===== src/rtl/nfm_pkg.sv =====
package nfm_pkg;

    typedef enum logic [1:0] {
        STG_IDLE    = 2'd0,
        STG_ARG     = 2'd1,
        STG_DATA    = 2'd2,
        STG_CONFIRM = 2'd3
    } stage_e;

    localparam logic [7:0] OP_ARRAY    = 8'hFF;
    localparam logic [7:0] OP_NONE     = 8'h00;
    localparam logic [7:0] OP_PROG_A   = 8'h10;
    localparam logic [7:0] OP_PROG_B   = 8'h40;
    localparam logic [7:0] OP_ERASE    = 8'h20;
    localparam logic [7:0] OP_CLEAR    = 8'h50;
    localparam logic [7:0] OP_LOCK     = 8'h60;
    localparam logic [7:0] OP_STATUS   = 8'h70;
    localparam logic [7:0] OP_IDENT    = 8'h90;
    localparam logic [7:0] OP_QUERY    = 8'h98;
    localparam logic [7:0] OP_BUFFER   = 8'hE8;
    localparam logic [7:0] OP_CONFIRM  = 8'hD0;
    localparam logic [7:0] OP_LOCK_ALT = 8'h01;

    localparam int ST_READY     = 7;
    localparam int ST_ERASE_ERR = 5;
    localparam int ST_PROG_ERR  = 4;

    localparam logic [7:0] QUERY_LEN = 8'h3D;

    function automatic logic [7:0] query_entry(input logic [7:0] idx,
                                               input int size_log2,
                                               input int buf_log2,
                                               input int sect_bytes,
                                               input int num_sect);
        logic [7:0] v;
        v = 8'h00;
        case (idx)
            8'h10: v = 8'h51;
            8'h11: v = 8'h52;
            8'h12: v = 8'h59;
            8'h13: v = 8'h01;
            8'h15: v = 8'h31;
            8'h1B: v = 8'h45;
            8'h1C: v = 8'h55;
            8'h1F: v = 8'h07;
            8'h20: v = 8'h07;
            8'h21: v = 8'h0A;
            8'h23: v = 8'h04;
            8'h24: v = 8'h04;
            8'h25: v = 8'h04;
            8'h27: v = 8'(size_log2);
            8'h28: v = 8'h02;
            8'h2A: v = 8'(buf_log2);
            8'h2C: v = 8'h01;
            8'h2D: v = 8'(num_sect - 1);
            8'h2E: v = 8'((num_sect - 1) >> 8);
            8'h2F: v = 8'(sect_bytes >> 8);
            8'h30: v = 8'(sect_bytes >> 16);
            8'h31: v = 8'h50;
            8'h32: v = 8'h52;
            8'h33: v = 8'h49;
            8'h34: v = 8'h31;
            8'h35: v = 8'h31;
            default: v = 8'h00;
        endcase
        if (idx >= QUERY_LEN) begin
            v = 8'h00;
        end
        return v;
    endfunction

endpackage


===== src/rtl/nfm_info_rom.sv =====
module nfm_info_rom
    import nfm_pkg::*;
#(
    parameter int          SIZE_LOG2  = 8,
    parameter int          BUF_LOG2   = 5,
    parameter int          SECT_BYTES = 64,
    parameter int          NUM_SECT   = 4,
    parameter logic [15:0] MFR_CODE   = 16'h00A7,
    parameter logic [15:0] DEV_CODE   = 16'h5C31
) (
    input  logic [7:0]  idx,
    output logic [15:0] ident,
    output logic [7:0]  qbyte
);

    always_comb begin
        case (idx)
            8'h00:   ident = MFR_CODE;
            8'h01:   ident = DEV_CODE;
            default: ident = 16'h0000;
        endcase
    end

    assign qbyte = query_entry(idx, SIZE_LOG2, BUF_LOG2, SECT_BYTES, NUM_SECT);

endmodule


===== config.mk =====
export PLATFORM = sky130hd
export DESIGN_NAME = nfm_info_rom
export DESIGN_NICKNAME = d
export VERILOG_FILES = /design/src/rtl/nfm_pkg.sv /design/src/rtl/nfm_info_rom.sv
export SDC_FILE = /design/constraint.sdc
export NUM_CORES = 1
export LEC_CHECK = 0
export BUFFER_PORTS_ARGS = -buffer_cell sky130_fd_sc_hd__clkbuf_2
export CORE_ASPECT_RATIO = 1.25
export CORE_MARGIN = 4
export CORE_UTILIZATION = 25
export DETAILED_ROUTE_END_ITERATION = 7
export PLACE_DENSITY = 0.52
export REMOVE_ABC_BUFFERS = 1
export SYNTH_ARGS = -nofsm -noshare
export SYNTH_HDL_FRONTEND = slang
export SYNTH_SLANG_ARGS = --single-unit
export TNS_END_PERCENT = 5

===== constraint.sdc =====
create_clock -name vclk -period 1.7
set_input_delay 0.085 -clock vclk [all_inputs]
set_output_delay 0.085 -clock vclk [all_outputs]
set_load 0.02 [all_outputs]

# ---- Word level (Yosys, flattened, before mapping)
# Memories as Yosys holds them, arrays and structs flattened.
# Cells that the tools add are included.
dict set report totals {
  reg_bits 0
  mem_bits_ro 448
  in_bits 8
  out_inout_bits 24
  n_memories 1
}
dict set report classes {
  order_cmp 1
  n_eq_ne 1
  mux 3
  reduce_logical 2
}
# name words width rd rd_ports_with_merged_regs write_ports line_no
set memory_table {}
lappend memory_table {{(name not given)} 64 7 1 0 0 nfm_pkg.sv:37} ;# case (idx)
# op count
set op_table {}
lappend op_table {{15-bit one-hot mux with 2 select lines} 1}
lappend op_table {{8-bit two-way mux} 2}
lappend op_table {{8-bit by 1-bit == test with 1-bit output, second input constant} 1}
lappend op_table {{8-bit by 6-bit greater-or-equal comparator with 1-bit output, second input constant} 1}
lappend op_table {{8-bit zero test} 1}
lappend op_table {{2-bit zero test} 1}

# ---- Longest topological paths before layout
dict set report logic_depth {
  depth_word 3
  ltp_mapped 6
}

# ---- Worst setup path before layout
# OpenSTA, ideal clock, no wires.
dict set report synth_timing {
  path_type {input -> output}
  start {in idx[1]}
  end {out qbyte[1]}
  arrival_time_ns 1.408
  required_time_ns 1.615
  setup_slack_ns 0.207
  stages 6
  path_cell_list {inv_1 > ha_1 > nor2b_1 > a2111oi_2 > a311oi_1 > a211oi_1}
}
dict set report synth_between {
  elab_chain_len 3
}
# element line_no
set synth_rtl {}
lappend synth_rtl {{from (decl)} nfm_info_rom.sv:11} ;# input logic [7:0] idx,
lappend synth_rtl {{memory 64 x 7 bit} -}
lappend synth_rtl {{8-bit two-way mux} nfm_pkg.sv:37}
lappend synth_rtl {{8-bit two-way mux *} nfm_pkg.sv:66} ;# if (idx >= QUERY_LEN) begin
lappend synth_rtl {{to (decl)} nfm_info_rom.sv:13} ;# output logic [7:0] qbyte
# Every way passes the cells marked *; elsewhere a longest branch is shown, timed or not.

# ---- Worst setup path after layout
dict set report layout_timing {
  start {in idx[0]}
  end {out qbyte[0]}
}
# The elaborated chain is that of the path after synthesis.

==> results by group <==
Outcome
  – Status: finished, final reports clean

GRT
  – Vias in the first global route: 654
  – First-pass GRT wire length: 2932 µm
  – Grt total ovfl: 0
  – Total Routing Usage GR: 0.1096
  – Largest net degree at the start of global routing: 16
  – Initial antenna violation count: 0

Logic synthesis
  – Post-synthesis sequential area ratio: 0
  – Post-Syn Area per Cell: 6.800 µm²
  – Yosys warnings: 0
  – Largest cells by area after synthesis: buf_4, ha_1, mux2i_1
  – Gate Count Post-Synth: 92
  – Yosys cell types: 31
  – Mapped cell area: 625.6 µm²
  – Synth area leader: buf_4
  – Post-synth top area share: 0.1800

CTS
  – Post-CTS setup buffers: 0
  – Post-CTS Hold Buffers: 0

Detailed routing
  – Routed Antenna Nets: 0
  – Vias: 692
  – Drt first pass iters: 4
  – Initial drt markers: 15
  – Vias per cell: 4.806
  – Routed wire length: 1875 µm
  – DRC viols: 0
  – Routed len/inst: 13.02 µm

Run
  – Max-cap violation count: 0

Floorplanning
  – IO Pins: 32
  – Die Ht: 63.93 µm
  – Die area: 0.003372 mm²
  – Core Area: 0.002402 mm²
  – Initial Util: 0.2604
  – Site row count: 20
  – Die W: 52.74 µm

Placed design
  – PortBufs: 25
  – GP Congestion: 0.8186
  – DP HPWL: 1531 µm

Critical path
  – WS Path Type: primary input to output port
  – CP Max Fanout: 7
  – Worst EP required: 1.62 ns
  – Crit end category: output port
  – CP startpoint kind: primary input
  – Worst path arrival time: 1.48 ns

Final layout
  – Nets@finish: 128
  – Seq_cells: 0
  – Area delta synth->final: 20.20%
  – Ant diodes: 0
  – Number of fill cells in the layout: 278
  – Multi-input combinational cell area: 504.2 µm²
  – Share of cells above drive strength 1: 0.3423
  – Register area: 0 µm²
  – Clock buffer count: 0

Pwr
  – PwrDens: 213.4 mW/mm²
  – P_leak: 0.3647 nW
  – Total power: 160.5 µW
  – Reg power frac: 0
  – Combinational share of power: 1.000
  – Sw frac: 0.6390
  – Internal: 57.94 µW
  – Clock share of power: 0
  – Switching pwr: 102.5 µW
  – Highest ir drop seen on vdd: 0.06812 mV

Timing
  – Final Max Slew Viols: 0
  – Hold slack final: 0.5726 ns
  – Endpoints failing setup: 0
  – RSZ-0062 raised after global routing: no
  – Tmin final: 1.570 ns
  – Setup tns final: 0 ns
  – Final worst path period share: 0.9235
  – Final hold vios: 0
  – Achievable Freq: 0.6370 GHz

Min path
  – Worst min path class: primary input to output port
## cells in the final DEF, fill, tap and decap left out, drive strengths merged, types with 2 or more instances in the layout
cell,instances
nor2b,2
inv,7
nand2,7
and2,2
o211ai,4
nand3,3
buf,8
a211oi,2
a21oi,5
a311oi,2
conb,7
nor2,7
nor3,2
or3,2
ha,7
mux2i,5
a221oi,2
o21ai,3
clkbuf,24
## what timing repair did
action                                  in CTS  in global routing
endpoints found under the hold margin        0                  0
gates resized for setup                      0                  4
endpoints found under the setup margin       0                  4
## synth_stat cells, types with 2 or more instances
cell type and instances:
o21ai_0 3, clkbuf_1 2, nand3_1 3, mux2i_1 5
buf_4 15, a211oi_1 2, and2_1 2, a21oi_1 5
nor2_1 7, nor2b_1 2, inv_1 6, or3_1 2
nand2_1 7, ha_1 7, nor3_1 2, a221oi_1 2
a311oi_1 2, o211ai_1 4, buf_2 2
## power by group through the flow
| stage | combinational (mW) | clock [mW] | sequential [mW] |
|---|---|---|---|
| floorplan | 0.0880 | 0 | 0 |
| global placement | 0.153 | 0 | 0 |
| detailed placement | 0.154 | 0 | 0 |
| CTS | 0.154 | 0 | 0 |
| global route | 0.178 | 0 | 0 |
| finish | 0.160 | 0 | 0 |
## final cells by class
class                      count  share of cell area
inverter                       7             0.03494
multi-input combinational     72              0.6705
tap                           33             0.05491
timing repair buffer          32              0.2396
## kinds of logic (layout without fill, tap and decap cells)
group | Yosys count | in the layout | share of synthesized area
other cells | 1 | 7 | 0.005994
xor+xnor | 1 | 1 | 0.01400
fa+ha+maj | 7 | 7 | 0.1400
simple gates | 29 | 29 | 0.2440
buf+inv | 26 | 39 | 0.2500
compound gates | 23 | 23 | 0.2660
mux | 5 | 5 | 0.08000
## metal layers
metal	GRT usage	wire, µm
met1	0.1359	798
met3	0.01632	169
met5	0	0
met2	0.2050	907
met4	0	0
## worst paths after layout
| path | end | depth (start not counted) | slack [ns] | start |
|---|---|---|---|---|
| hold / removal | qbyte[3] | 5 | 0.57 | idx[6] |
| setup / recovery | qbyte[0] | 8 | 0.13 | idx[0] |
## worst max-delay path: stages
cell and delay, ns:
clkbuf_2 0.15, inv_1 0.17, ha_1 0.18, inv_1 0.05, o21ai_0 0.19, o211ai_1 0.19, a211oi_1 0.25, clkbuf_2 0.22
## stage by stage
step           setup slack [ns]  instance area (µm²)  utilization  std cells
2_1_floorplan            0.1430                518.0            -         79
3_3_place_gp            0.08971                737.0       0.3068        144
3_5_place_dp            0.08494                737.0       0.3068        144
4_1_cts                 0.08338                737.0       0.3068        144
5_1_grt                 0.01069                752.0       0.3130        144
6_report                 0.1301                752.0       0.3130        144
No activity file was read; power rests on OpenSTA's default activity.
